### src/rtl/hzc_pkg.sv
package hzc_pkg;
  typedef enum logic [1:0] {
    RATE_X1 = 2'b00,
    RATE_X2 = 2'b01,
    RATE_X4 = 2'b10,
    RATE_X8 = 2'b11
  } rate_e;

  // channels per frame for a rate code: base count doubled per code step
  function automatic int unsigned chan_count(input int unsigned base, input logic [1:0] code);
    return base << code;
  endfunction
endpackage

### src/rtl/hzc_gate.sv
module hzc_gate (
  input  logic clk,
  input  logic rst,
  input  logic oe_pin,
  input  logic out_enable_bit,
  output logic en_now,
  output logic ser_hiz
);
  // three-way gate: both enables high and not in reset
  assign en_now = oe_pin & out_enable_bit & ~rst;

  always_ff @(posedge clk) begin
    if (rst) ser_hiz <= 1'b1;
    else     ser_hiz <= ~(oe_pin & out_enable_bit);
  end
endmodule

### src/rtl/hzc_lane.sv
module hzc_lane #(
  parameter int unsigned BASE_CH = 32,
  parameter int unsigned CNT_W   = 9
) (
  input  logic             clk,
  input  logic             rst,
  input  logic             en_now,
  input  logic             frame_strobe,
  input  logic             tick,
  input  logic [1:0]       rate,
  input  logic             drive,
  output logic [CNT_W-2:0] idx,
  output logic             hz
);
  logic [CNT_W-1:0] cnt;
  logic [CNT_W-1:0] lim;
  logic             live;
  logic             in_range;

  assign lim      = CNT_W'(hzc_pkg::chan_count(BASE_CH, rate));
  assign in_range = cnt < lim;
  assign idx      = cnt[CNT_W-2:0];

  always_ff @(posedge clk) begin
    if (rst) begin
      cnt  <= '0;
      live <= 1'b0;
      hz   <= 1'b1;
    end else begin
      hz <= (en_now && live && in_range) ? ~drive : 1'b1;
      if (frame_strobe) begin
        cnt  <= '0;
        live <= 1'b1;
      end else if (tick && in_range) begin
        cnt <= cnt + CNT_W'(1);
      end
    end
  end
endmodule

### src/rtl/hzc_top.sv
module hzc_top #(
  parameter int unsigned NS      = 16,
  parameter int unsigned BASE_CH = 32,
  parameter int unsigned RATE_W  = 2,
  localparam int unsigned CNT_W  = $clog2(BASE_CH) + (1 << RATE_W) - 1 + 1,
  localparam int unsigned IDX_W  = CNT_W - 1
) (
  input  logic                clk,
  input  logic                rst,
  input  logic                frame_strobe,
  input  logic [NS-1:0]       ch_tick,
  input  logic [NS*RATE_W-1:0] rate_code,
  input  logic [NS-1:0]       drive_bit,
  input  logic                oe_pin,
  input  logic                out_enable_bit,
  output logic [NS*IDX_W-1:0] chan_idx,
  output logic [NS-1:0]       ext_hz,
  output logic                ser_hiz
);
  logic en_now;

  hzc_gate u_gate (
    .clk            (clk),
    .rst            (rst),
    .oe_pin         (oe_pin),
    .out_enable_bit (out_enable_bit),
    .en_now         (en_now),
    .ser_hiz        (ser_hiz)
  );

  for (genvar s = 0; s < NS; s++) begin : g_lane
    hzc_lane #(.BASE_CH(BASE_CH), .CNT_W(CNT_W)) u_lane (
      .clk          (clk),
      .rst          (rst),
      .en_now       (en_now),
      .frame_strobe (frame_strobe),
      .tick         (ch_tick[s]),
      .rate         (rate_code[s*RATE_W +: 2]),
      .drive        (drive_bit[s]),
      .idx          (chan_idx[s*IDX_W +: IDX_W]),
      .hz           (ext_hz[s])
    );
  end
endmodule

### config.mk
export PLATFORM = sky130hd
export DESIGN_NAME = hzc_top
export DESIGN_NICKNAME = d
export VERILOG_FILES = /design/src/rtl/hzc_pkg.sv /design/src/rtl/hzc_gate.sv /design/src/rtl/hzc_lane.sv /design/src/rtl/hzc_top.sv
export SDC_FILE = /design/constraint.sdc
export NUM_CORES = 1
export LEC_CHECK = 0
export BUFFER_PORTS_ARGS = -buffer_cell sky130_fd_sc_hd__buf_2
export CAP_MARGIN = 20
export CORE_ASPECT_RATIO = 1.4
export CORE_UTILIZATION = 51
export DETAILED_ROUTE_END_ITERATION = 6
export GPL_TIMING_DRIVEN = 0
export HOLD_SLACK_MARGIN = 0.15
export PLACE_DENSITY = 0.84
export REMOVE_ABC_BUFFERS = 1
export SETUP_SLACK_MARGIN = 0.4
export SLEW_MARGIN = 20
export SYNTH_ARGS = -nofsm -noshare
export SYNTH_HDL_FRONTEND = slang
export SYNTH_SLANG_ARGS = --single-unit
### constraint.sdc
create_clock -name clk -period 1.7 [get_ports clk]
set_input_delay 0.085 -clock clk [delete_from_list [all_inputs] [get_ports clk]]
set_output_delay 0.085 -clock clk [all_outputs]
set_load 0.01 [all_outputs]
Yosys cells after proc, flatten, opt, wreduce, memory -nomap -nowiden
Index checks and enable logic that the tools add are counted.
Widths: inputs -> output; s select.
{ "totals": {"ff_bits": 162, "in_bits": 69, "output_inout_bits": 145, "wordCells": 168} }
{ "classes": {"n_addsub": 16, "magnitude_cmp": 16, "shift": 16, "n_bitwise": 36, "reduce_logical": 50} }
{ "op_table": {"columns": ["operator", "n"], "rows": [
  ["$add 9x1->9 const B", 16],
  ["$lt 9x9->1", 16],
  ["$shl 6x2->9 const A", 16],
  ["$not 1->1", 34],
  ["$reduce_or 2->1", 17],
  ["$logic_and 1x1->1", 33],
  ["$and 1x1->1", 2]
]} }

Logic depth before layout (Yosys ltp)
Gate-level depths: netlist (run 1).
{ "depth": {"depth_word": 6, "ltp_mapped": 8, "depth_no_buf": 6} }

Cells and area by module
Synthesis (run 1) repeated with hierarchy kept, for this count alone.
{ "unflattened": {"hier_cells": 1363, "area_unflattened_um2": 11607.4} }
{ "modules_own_cells": {"columns": ["module", "instances", "cells_per_inst", "area_each_um2"], "rows": [
  ["hzc_lane", 16, 85, 723.2],
  ["hzc_gate", 1, 3, 36.3]
]} }

Worst setup path before layout (run 1)
No wires, ideal clock.
{ "synth_timing": {"kind": "reg-to-reg", "start": "register g_lane[3].u_lane.cnt[6]", "end": "register g_lane[3].u_lane.cnt[3]", "t_arrival_ns": 1.629, "required_time_ns": 1.630, "slack_ns": 0.001, "path_stages_with_launch": 7, "n_path_buf": 1, "period_less_slack_ns": 1.699, "path_cell_list": "dfxtp_1 ha_1 a21oi_2 o21ai_1 buf_2 or4_1 a21oi_1"} }
{ "synth_via": {"elab_chain_cells": 2} }
{ "synth_rtl": {"columns": ["item", "line", "source"], "rows": [
  ["from (decl)", "hzc_lane.sv:15", "logic [CNT_W-1:0] cnt;"],
  ["from (signal assigned)", "hzc_lane.sv:35", "cnt <= cnt + CNT_W'(1);"],
  ["$lt 9x9->1", "hzc_lane.sv:21", "assign in_range = cnt < lim;"],
  ["$logic_and 1x1->1", "hzc_lane.sv:34", "end else if (tick && in_range) begin"]
]} }
Every way passes these cells.
A chain may end at the register's enable or synchronous reset.

Worst setup path after layout (run 1)
{ "layout_timing": {"start": "register g_lane[15].u_lane.cnt[6]", "end": "register g_lane[15].u_lane.cnt[0]"} }
{ "layout_via": {"elab_chain_cells": 2} }
{ "layout_rtl": {"columns": ["item", "line"], "rows": [
  ["from (decl)", "hzc_lane.sv:15"],
  ["from (signal assigned)", "hzc_lane.sv:35"],
  ["$lt 9x9->1", "hzc_lane.sv:21"],
  ["$logic_and 1x1->1", "hzc_lane.sv:34"]
]} }
Every way passes these cells.

==> reports/metrics.yaml, run 1 <==
detailed_routing:
  drt_iter0_drc: 1401
  antenna_left: 0
  vias: 12800
  wl_per_cell_microns: 26.66
  finalWirelength_mm: 49.08
  drc_errors: 5
  via_per_inst: 6.952
  first_pass_iters: 7
power:
  switchingPower_mw: 2.792
  peakVddDrop_v: 0.0006360
  p_comb_share_pct: 19.6
  p_leak_nw: 6.346
  switching_share_pct: 29.17
  p_seq_share_pct: 39.6
  p_int_mw: 6.781
  clkPwrFrac_pct: 40.7
  power.density_nw_per_um2: 563.0
job:
  drv_cap: 0
synth:
  synth-edff-count: 0
  synth_largest_area_cell: "dfxtp_1"
  ys_ff_latch: 162
  synthesis.area_sq_um: 10550
  synthFlopType: "dfxtp_1"
  avgSynthCellArea_sq_um: 8.367
  async_reset_ff_share_pct: 0
  yosysSeqAreaShare_pct: 30.74
  synth_area_leaders: "dfxtp_1 (31%), buf_4 (10%), ha_1 (9.5%), nand2_1 (6.0%), mux2i_1 (4.9%)"
  synthDistinctLibCells: 49
  yosysWarnings: 0
  syn_inst: 1261
  synth_top_area_share_pct: 30.74
floorplan:
  ios: 214
  dieWidth_microns: 123.6
  die_h_microns: 172.2
  initial_utilization_pct: 52.56
  core_sq_um: 20070
  dieArea_sq_um: 21280
  rows: 61
timing:
  final_hold_viol_count: 0
  fin_crit_ns: 2.175
  fmax_mhz: 459.8
  finalMaxSlewViolations: 0
  fin_crit_sh_pct: 127.9
  setup_viol: 46
  rsz0062_at_grt: "yes"
  relSlewSlack_pct: 47.32
  worstMarginPinSlew_ns: 0.7850
  fin_skew_ns: 0.009860
  fin_ws_ns: -0.4747
  tns_ns: -3.167
outcome:
  violations: "design-rule violations, negative setup slack"
  status: "finished with violations"
layout:
  layout-drive-gt1-share_pct: 58.48
  area_delta_synth_final_pct: 61.16
  layout_commonest_cell: "buf_2"
  final_util_pct: 84.72
  fill_cells: 869
  layout.area.seq_sq_um: 3476
  final_cell_mix: "buf_2 (211), buf_4 (159), nand2_1 (133), dfxtp_1 (72), ha_4 (64)"
  multi_input_area_sq_um: 9153
  final_nets: 1724
clock_tree:
  clk_pin_slew_ns: 0.07
  cts_tree: "yes"
  clk_path_buf_depth: 2
  cts_sinks: 162
  cts-root-buf: "clkbuf_16"
  ctsHtreeMaxLevel: 4
  cts_made_buffers: 17
  clk-insertion-delay-late_ns: 0.44
global_route:
  antenna_found_initial: 5
  globalRoute.totalOverflow: 0
  grt_max_degree: 51
  grt_pass1_wl_mm: 59.66
  gr-usage-all-layers_pct: 35.87
  grt_pass1_vias: 11840
critical_path:
  r2r-start: "g_lane[15].u_lane.cnt[6]$_SDFFE_PP0P_"
  worst_path_largest_cell_delay_ns: 0.62
  cp-end-kind: "flop"
  crit_slowest_cell: "o21ai_1"
  crit_type: "flop to flop"
  reg2reg_to: "g_lane[15].u_lane.cnt[0]$_SDFFE_PP0P_"
  critPathBufInv: 1
  path_depth: 6
  crit_chain: "ha_4, a31oi_4, o221ai_4, buf_2, o21ai_1, a21oi_4"
  rr_worst_depth: 6
  crit_path_start: "g_lane[15].u_lane.cnt[6]$_SDFFE_PP0P_"
  worstSetupEndpoint: "g_lane[15].u_lane.cnt[0]$_SDFFE_PP0P_"
  path_delay_family: "compound AO/OA/AOI/OAI gates"
  r2r_slack_ns: -0.47
  critPathArrivalTime_ns: 2.46
  critPathLaunchType: "flop"
  cp_data_required_time_ns: 1.99
  worstPathMaxFanout: 6
min_path:
  hp-class: "primary input to flop"
  hold_path_depth: 4
placed_design:
  gp_congestion: 0.8448
  dpl.hpwl_mm: 16.89
  numPortBuffers: 213
through the flow:
step,instance area (sq um),worst slack (ns),std cells,hold slack [ns],power (mW)
floorplan,9255,-1.076,1069,0.1568,4.383
global placement,10640,-3.426,1534,0.2615,4.649
detailed placement,10720,-0.5391,1537,0.2655,4.700
CTS,15150,0.05035,1778,0.1525,9.005
global route,17010,-0.4869,1841,0.1928,9.792
finish,17010,-0.4747,1841,0.1767,9.573
cells in the mapped netlist, types with 5 or more instances:
| library cell | instances |
|---|---|
| a31oi_1 | 6 |
| or4_1 | 66 |
| o21bai_1 | 5 |
| and4b_1 | 13 |
| nor2b_1 | 6 |
| nand2b_1 | 33 |
| nand3_1 | 32 |
| nor4b_2 | 7 |
| nor2_1 | 19 |
| mux2i_1 | 52 |
| and3_1 | 14 |
| inv_1 | 17 |
| dfxtp_1 | 162 |
| or3_1 | 62 |
| buf_2 | 16 |
| nand4_1 | 23 |
| or2_2 | 16 |
| o21ai_0 | 16 |
| o31ai_1 | 69 |
| nor4_1 | 25 |
| o21ai_1 | 22 |
| buf_4 | 144 |
| a21oi_1 | 100 |
| nor3_1 | 10 |
| nand2_1 | 170 |
| clkbuf_1 | 26 |
| ha_1 | 80 |
| o211ai_1 | 13 |
registers in the layout (all words and copies together), names as in the netlist:
signal,flops
g_lane.u_lane.cnt,144
g_lane.u_lane.hz,16
g_lane.u_lane.live,1
u_gate.ser_hiz,1
power groups by stage:
| stage | sequential, mW | clock, mW | combinational (mW) |
|---|---|---|---|
| 6_report | 3.79 | 3.90 | 1.88 |
| 5_1_grt | 3.79 | 4.04 | 1.96 |
| 4_1_cts | 3.80 | 3.83 | 1.37 |
| 3_5_place_dp | 3.94 | 0 | 0.756 |
| 3_3_place_gp | 3.94 | 0 | 0.706 |
| 2_1_floorplan | 3.95 | 0 | 0.432 |
per-layer routing:
layer	wire, microns	track usage [%]	vias to the layer above	part of all wire [%]
li1	-	-	5195	-
met1	15530	35.96	5982	32
met2	23680	63.86	1165	48
met3	5548	9.136	455	11
met4	4318	25.25	2	8.8
met5	10	0	-	0.020
layout make-up:
class,instances,share of cell area (%)
well taps,252,1.854
clock buffers,22,2.671
repair buffers,471,20.17
flip-flops and latches,162,20.44
clock inverters,9,0.6401
multi-input cells,906,53.82
diodes,2,0.02943
inverters,17,0.3752
worst reg2reg max path, delay by kind of cell, from the launching register on:
kind | cells | cell delay [ns]
adder cells (fa/ha/maj) | 1 | 0.26
flip-flops | 1 | 0.37
buffers and inverters | 1 | 0.19
AO/OA/AOI/OAI | 4 | 1.19
kinds of logic (layout without fill, tap and decap cells):
kind of cell,Yosys count,after routing,share of synthesized area [%]
adder cells (fa/ha/maj),80,80,9.487
AND/OR/NAND/NOR,516,520,27.83
AO/OA/AOI/OAI,242,254,14.12
other,0,2,0
flip-flops,162,162,30.74
multiplexers,52,52,4.933
buffers and inverters,209,519,12.89
worst min-delay path by stage:
stage,to,slack (ns),from
after floorplan,g_lane[0].u_lane.hz$_SDFF_PP1_,0.16,drive_bit[0]
after global placement,g_lane[12].u_lane.hz$_SDFF_PP1_,0.26,drive_bit[12]
after detailed placement,g_lane[3].u_lane.hz$_SDFF_PP1_,0.27,drive_bit[3]
after CTS,g_lane[3].u_lane.hz$_SDFF_PP1_,0.15,rate_code[7]
after global routing,g_lane[13].u_lane.hz$_SDFF_PP1_,0.19,rate_code[27]
final,g_lane[13].u_lane.hz$_SDFF_PP1_,0.18,rate_code[27]
what timing repair did:
item,4_1_cts,5_1_grt
pin swaps,251,128
endpoints found under the hold margin,63,0
gates cloned,15,2
setup endpoints to repair,160,161
hold buffers,32,0
buffers inserted,163,59
resized for setup,438,278
Note: power is estimated with default switching activity, not from simulation.
==> run 2, diff against run 1 <==
--- a/config.mk
+++ b/config.mk
@@ -10,7 +10,6 @@
 export CORE_ASPECT_RATIO = 1.4
 export CORE_UTILIZATION = 51
 export DETAILED_ROUTE_END_ITERATION = 6
-export GPL_TIMING_DRIVEN = 0
 export HOLD_SLACK_MARGIN = 0.15
 export PLACE_DENSITY = 0.84
 export REMOVE_ABC_BUFFERS = 1
==> reports/metrics.yaml, run 2 (same netlist as run 1, synthesis figures left out) <==
outcome:
  status: "finished with violations"  # unchanged
  violations: "negative setup slack"  # was design-rule violations, negative setup slack
timing:
  fin_ws_ns: -0.2918  # was -0.4747 ns
  setup_viol: 50  # was 46
  fmax_mhz: 502.1  # was 459.8 MHz
  fin_crit_sh_pct: 117.2  # was 127.9%
  worstMarginPinSlew_ns: 0.5358  # was 0.7850 ns
  relSlewSlack_pct: 64.06  # was 47.32%
  finalMaxSlewViolations: 0  # unchanged
  final_hold_viol_count: 0  # unchanged
  fin_skew_ns: 0.009385  # was 0.009860 ns
  rsz0062_at_grt: "yes"  # unchanged
  tns_ns: -3.040  # was -3.167 ns
  fin_crit_ns: 1.992  # was 2.175 ns
global_route:
  antenna_found_initial: 3  # was 5
  grt_pass1_vias: 12270  # was 11840
  gr-usage-all-layers_pct: 39.25  # was 35.87%
  grt_pass1_wl_mm: 64.57  # was 59.66 mm
  grt_max_degree: 60  # was 51
  globalRoute.totalOverflow: 0  # unchanged
floorplan:
  initial_utilization_pct: 52.56  # unchanged
  ios: 214  # unchanged
  dieArea_sq_um: 21280  # unchanged
  core_sq_um: 20070  # unchanged
  dieWidth_microns: 123.6  # unchanged
  die_h_microns: 172.2  # unchanged
  rows: 61  # unchanged
placed_design:
  gp_congestion: 0.8407  # was 0.8448
  dpl.hpwl_mm: 19.20  # was 16.89 mm
  place_area_sq_um: 11810  # was 10720 sq um
  numPortBuffers: 213  # unchanged
  place_ws_ns: -0.3047  # was -0.5391 ns
layout:
  antenna_cells: 0  # was 2
  layout-drive-gt1-share_pct: 61.74  # was 58.48%
  largest_reg_flops: 144  # unchanged
  design_area_sq_um: 17540  # was 17010 sq um
  final_util_pct: 87.36  # was 84.72%
  layout_commonest_cell: "buf_2"  # unchanged
  largest_register: "g_lane.u_lane.cnt"  # unchanged
  top_regs: "g_lane.u_lane.cnt: 144 flops, g_lane.u_lane.hz: 16 flops"  # unchanged
  final_nets: 1793  # was 1724
  area_delta_synth_final_pct: 66.19  # was 61.16%
  final_cell_mix: "buf_2 (213), buf_4 (198), nand2_1 (132), buf_6 (89), dfxtp_2 (77)"  # was buf_2 (211), buf_4 (159), nand2_1 (133), dfxtp_1 (72), ha_4 (64)
critical_path:
  cp_data_required_time_ns: 2.01  # was 1.99 ns
  worst_path_largest_cell_delay_ns: 0.41  # was 0.62 ns
  critPathBufInv: 1  # unchanged
  worstPathMaxFanout: 4  # was 6
  cp-end-kind: "flop"  # unchanged
  critPathLaunchType: "flop"  # unchanged
  path_delay_family: "simple AND/OR/NAND/NOR gates"  # was compound AO/OA/AOI/OAI gates
  critPathArrivalTime_ns: 2.30  # was 2.46 ns
  crit_slowest_cell: "or4_4"  # was o21ai_1
  crit_chain: "ha_4, and4b_1, o211ai_1, buf_4, or4_4, a21oi_2"  # was ha_4, a31oi_4, o221ai_4, buf_2, o21ai_1, a21oi_4
  crit_type: "flop to flop"  # unchanged
clock_tree:
  cts-root-buf: "clkbuf_16"  # unchanged
  clk-insertion-delay-late_ns: 0.44  # about the same
  clk_pin_slew_ns: 0.07  # about the same
  cts_tree: "yes"  # unchanged
  ctsHtreeMaxLevel: 4  # unchanged
  cts_made_buffers: 17  # unchanged
  clk_path_buf_depth: 2  # unchanged
  cts_sinks: 162  # unchanged
detailed_routing:
  drc_errors: 0  # was 5
  wl_per_cell_microns: 27.13  # was 26.66 microns
  finalWirelength_mm: 51.80  # was 49.08 mm
  vias: 13250  # was 12800
  via_per_inst: 6.938  # was 6.952
  first_pass_iters: 7  # unchanged
  antenna_left: 0  # unchanged
  drt_iter0_drc: 1511  # was 1401
power:
  power.density_nw_per_um2: 557.6  # was 563.0 nW/um^2
  switchingPower_mw: 2.917  # was 2.792 mW
  p_int_mw: 6.861  # was 6.781 mW
  power_mw: 9.778  # was 9.573 mW
  p_seq_share_pct: 39.3  # was 39.6%
  p_comb_share_pct: 20.2  # was 19.6%
  peakVddDrop_v: 0.0006464  # was 0.0006360 V
  switching_share_pct: 29.83  # was 29.17%
  p_leak_nw: 6.775  # was 6.346 nW
  clkPwrFrac_pct: 40.5  # was 40.7%
min_path:
  hp-class: "primary input to flop"  # unchanged
job:
  drv_cap: 0  # unchanged
[run 2: metal layers]
layer,GRT usage [%],up-vias,part of all wire (%)
li1,-,5290,-
met1,38.64,6172,31
met2,69.27,1258,48
met3,11.91,519,11
met4,27.71,6,9.9
met5,0,-,0.069
[run 2: path summary, 6_finish.rpt]
kind	from	end	slack, ns	cells after the start
max	g_lane[14].u_lane.cnt[8]$_SDFFE_PP0P_	g_lane[14].u_lane.cnt[5]$_SDFFE_PP0P_	-0.29	6
min	ch_tick[5]	g_lane[5].u_lane.cnt[3]$_SDFFE_PP0P_	0.18	4
min reg2reg	g_lane[14].u_lane.cnt[1]$_SDFFE_PP0P_	g_lane[14].u_lane.cnt[1]$_SDFFE_PP0P_	0.49	2
max reg2reg	g_lane[14].u_lane.cnt[8]$_SDFFE_PP0P_	g_lane[14].u_lane.cnt[5]$_SDFFE_PP0P_	-0.29	6
[run 2: area by class of cell]
class / instances / area [sq um]
flip-flops and latches: 162 / 3388
clock buffers: 19 / 452.9
inverters: 17 / 66.31
clock inverters: 13 / 126.4
well taps: 252 / 315.3
multi-input cells: 897 / 8967
repair buffers: 549 / 4219
fillers: 831 / 2537
[run 2: worst register-to-register path, delay by kind of cell, from the launching register on]
family | cells | cell delay [ns]
AOI/OAI and AO/OA | 2 | 0.47
adders and majority gates | 1 | 0.18
buffers and inverters | 1 | 0.17
DFF | 1 | 0.37
and+or+nand+nor | 2 | 0.66
[run 2: power by group through the flow]
stage / logic (mW) / registers [mW] / clock network, mW
2_1_floorplan: 0.432 / 3.95 / 0
3_3_place_gp: 0.882 / 3.94 / 0
5_1_grt: 2.05 / 3.84 / 4.04
3_5_place_dp: 0.914 / 3.94 / 0
6_report: 1.98 / 3.84 / 3.96
4_1_cts: 1.55 / 3.85 / 3.87
[run 2: what timing repair did]
item | CTS | global route
hold buffers | 32 | 0
pin swaps | 279 | 146
cloned | 9 | 3
buffers inserted | 99 | 56
resized for setup | 452 | 258
endpoints found under the setup margin | 160 | 160
hold endpoints to repair | 57 | 0
[run 2: per-stage QoR]
| stage | hold WS [ns] | cells |
|---|---|---|
| after CTS | 0.1143 | 1850 |
| after detailed placement | 0.2634 | 1678 |
| after global routing | 0.1809 | 1909 |
| after global placement | 0.2615 | 1678 |
| after floorplan | 0.1568 | 1069 |
| final | 0.1753 | 1909 |
==> run 3, diff against run 2 <==
--- a/config.mk
+++ b/config.mk
@@ -8,10 +8,10 @@
 export BUFFER_PORTS_ARGS = -buffer_cell sky130_fd_sc_hd__buf_2
 export CAP_MARGIN = 20
 export CORE_ASPECT_RATIO = 1.4
-export CORE_UTILIZATION = 51
+export CORE_UTILIZATION = 55
 export DETAILED_ROUTE_END_ITERATION = 6
 export HOLD_SLACK_MARGIN = 0.15
-export PLACE_DENSITY = 0.84
+export PLACE_DENSITY = 0.86
 export REMOVE_ABC_BUFFERS = 1
 export SETUP_SLACK_MARGIN = 0.4
 export SLEW_MARGIN = 20
==> constraint.sdc (replaced) <==
create_clock -name clk -period 2.5 [get_ports clk]
set_input_delay 0.125 -clock clk [delete_from_list [all_inputs] [get_ports clk]]
set_output_delay 0.125 -clock clk [all_outputs]
set_load 0.01 [all_outputs]
==> reports/metrics.yaml, run 3 (same netlist as run 1, synthesis figures left out) <==
min_path:
  hp-class: "primary input to flop"  # unchanged
power:
  switchingPower_mw: 1.491  # was 2.917 mW
  p_leak_nw: 4.686  # was 6.775 nW
  p_int_mw: 4.418  # was 6.861 mW
  switching_share_pct: 25.23  # was 29.83%
  p_comb_share_pct: 9.9  # was 20.2%
  peakVddDrop_v: 0.0003937  # was 0.0006464 V
  power_mw: 5.909  # was 9.778 mW
  power.density_nw_per_um2: 502.7  # was 557.6 nW/um^2
  p_seq_share_pct: 44.4  # was 39.3%
  clkPwrFrac_pct: 45.7  # was 40.5%
layout:
  finalNonFillerCells: 1608  # was 1909
  layout_commonest_cell: "buf_2"  # unchanged
  fill_cells: 1569  # was 831
  final_cell_mix: "buf_2 (213), nand2_1 (170), dfxtp_1 (162), a21oi_1 (100), ha_1 (80)"  # was buf_2 (213), buf_4 (198), nand2_1 (132), buf_6 (89), dfxtp_2 (77)
  final_nets: 1497  # was 1793
  multi_input_area_sq_um: 6002  # was 8967 sq um
  largest_register: "g_lane.u_lane.cnt"  # unchanged
  layout.area.seq_sq_um: 3243  # was 3388 sq um
  largest_reg_flops: 144  # unchanged
  top_regs: "g_lane.u_lane.cnt: 144 flops, g_lane.u_lane.hz: 16 flops"  # unchanged
  final_util_pct: 62.94  # was 87.36%
  layout-drive-gt1-share_pct: 22.34  # was 61.74%
  area_delta_synth_final_pct: 11.41  # was 66.19%
critical_path:
  crit_slowest_cell: "dfxtp_1"  # was or4_4
  crit_type: "flop to flop"  # unchanged
  critPathArrivalTime_ns: 2.30  # about the same
  worst_path_largest_cell_delay_ns: 0.44  # was 0.41 ns
  critPathLaunchType: "flop"  # unchanged
  crit_chain: "ha_1, a21oi_1, o221ai_4, buf_4, or3_1, a21oi_1"  # was ha_4, and4b_1, o211ai_1, buf_4, or4_4, a21oi_2
  worstPathMaxFanout: 9  # was 4
  cp-end-kind: "flop"  # unchanged
  critPathBufInv: 1  # unchanged
  path_delay_family: "compound AO/OA/AOI/OAI gates"  # was simple AND/OR/NAND/NOR gates
  cpMostUsedCell: "a21oi_1"
  cp_data_required_time_ns: 2.84  # was 2.01 ns
timing:
  relSlewSlack_pct: 37.13  # was 64.06%
  holdWs_ns: 0.1856  # was 0.1753 ns
  worstMarginPinSlew_ns: 0.9411  # was 0.5358 ns
  rsz0062_at_grt: "no"  # was yes
  fin_crit_sh_pct: 78.36  # was 117.2%
  fmax_mhz: 510.5  # was 502.1 MHz
  fin_skew_ns: 0.01040  # was 0.009385 ns
  final_hold_viol_count: 0  # unchanged
  fin_crit_ns: 1.959  # was 1.992 ns
  setup_viol: 0  # was 50
  finalMaxSlewViolations: 0  # unchanged
clock_tree:
  clk_path_buf_depth: 2  # unchanged
  cts-root-buf: "clkbuf_16"  # unchanged
  cts_made_buffers: 17  # unchanged
  clk-insertion-delay-late_ns: 0.42  # was 0.44 ns
  cts_sinks: 162  # unchanged
  ctsHtreeMaxLevel: 4  # unchanged
  clk_pin_slew_ns: 0.07  # about the same
  cts_tree: "yes"  # unchanged
detailed_routing:
  drc_errors: 0  # unchanged
  first_pass_iters: 4  # was 7
  via_per_inst: 5.918  # was 6.938
  antenna_left: 0  # unchanged
  wl_per_cell_microns: 15.28  # was 27.13 microns
  vias: 9516  # was 13250
  drt_iter0_drc: 538  # was 1511
  finalWirelength_mm: 24.57  # was 51.80 mm
floorplan:
  rows: 59  # was 61
  dieWidth_microns: 119.1  # was 123.6 microns
  core_sq_um: 18680  # was 20070 sq um
  dieArea_sq_um: 19750  # was 21280 sq um
  ios: 214  # unchanged
  die_h_microns: 165.9  # was 172.2 microns
  initial_utilization_pct: 56.49  # was 52.56%
placed_design:
  numPortBuffers: 213  # unchanged
  dpl.hpwl_mm: 17.25  # was 19.20 mm
  gp_congestion: 0.8334  # was 0.8407
  dp.cells: 1537  # was 1678
global_route:
  grt_max_degree: 64  # was 60
  antenna_found_initial: 2  # was 3
  globalRoute.totalOverflow: 0  # unchanged
  gr-usage-all-layers_pct: 24.08  # was 39.25%
  grt_pass1_wl_mm: 39.75  # was 64.57 mm
  grt_pass1_vias: 8867  # was 12270
job:
  drv_cap: 0  # unchanged
outcome:
  status: "complete, no violations"  # was finished with violations
-- run 3: per-layer routing --
metal  track usage (%)  part of all wire [%]
met5                 0                     0
met4             11.39                   3.7
met3             5.666                   5.5
met1             26.02                    40
met2             43.63                    51
-- run 3: final cells by class --
type                    instances  share of cell area (%)
multi-input cells             890                   51.06
flip-flops and latches        162                   27.59
repair buffers                260                   12.94
clock buffers                  20                   3.970
well taps                     244                   2.597
clock inverters                12                   1.235
inverters                      17                  0.5428
diodes                          3                 0.06386
-- run 3: worst paths after layout --
path                                                              end  slack [ns]  cells past startpoint                             startpoint
worst min-delay path                   g_lane[2].u_lane.hz$_SDFF_PP1_        0.19                      5                           rate_code[5]
worst min register to register     g_lane[9].u_lane.live$_SDFFE_PP0P_        0.47                      2     g_lane[9].u_lane.live$_SDFFE_PP0P_
worst max register to register  g_lane[15].u_lane.cnt[2]$_SDFFE_PP0P_        0.54                      6  g_lane[15].u_lane.cnt[6]$_SDFFE_PP0P_
worst max-delay path            g_lane[15].u_lane.cnt[2]$_SDFFE_PP0P_        0.54                      6  g_lane[15].u_lane.cnt[6]$_SDFFE_PP0P_
-- run 3: what timing repair did --
| action | CTS | global route |
|---|---|---|
| endpoints found under the hold margin | 48 | 0 |
| buffers inserted | 0 | 5 |
| endpoints found under the setup margin | 0 | 17 |
| hold buffers | 31 | 0 |
| gates resized for setup | 0 | 7 |
-- run 3: per-stage QoR --
step | setup slack (ns) | setup TNS [ns] | instance area (sq um)
after CTS | 0.4052 | 0 | 11670
after global routing | 0.4165 | 0 | 11750
final | 0.5411 | 0 | 11760
after global placement | 0.3435 | 0 | 10750
after detailed placement | 0.2628 | 0 | 10750
after floorplan | -0.3164 | -9.523 | 9255
-- run 3: tightest hold or removal path: cells and delay by family --
| family | cells | cell delay [ns] |
|---|---|---|
| adders and majority gates | 1 | 0.15 |
| and+or+nand+nor | 3 | 0.19 |
| buffers and inverters | 1 | 0.11 |
-- run 3: power groups by stage --
stage               logic, mW  registers, mW  clock network (mW)
detailed placement      0.522           2.68                   0
CTS                     0.561           2.62                2.75
finish                  0.584           2.62                2.70
floorplan               0.294           2.69                   0
global route            0.646           2.63                2.87
global placement        0.502           2.68                   0
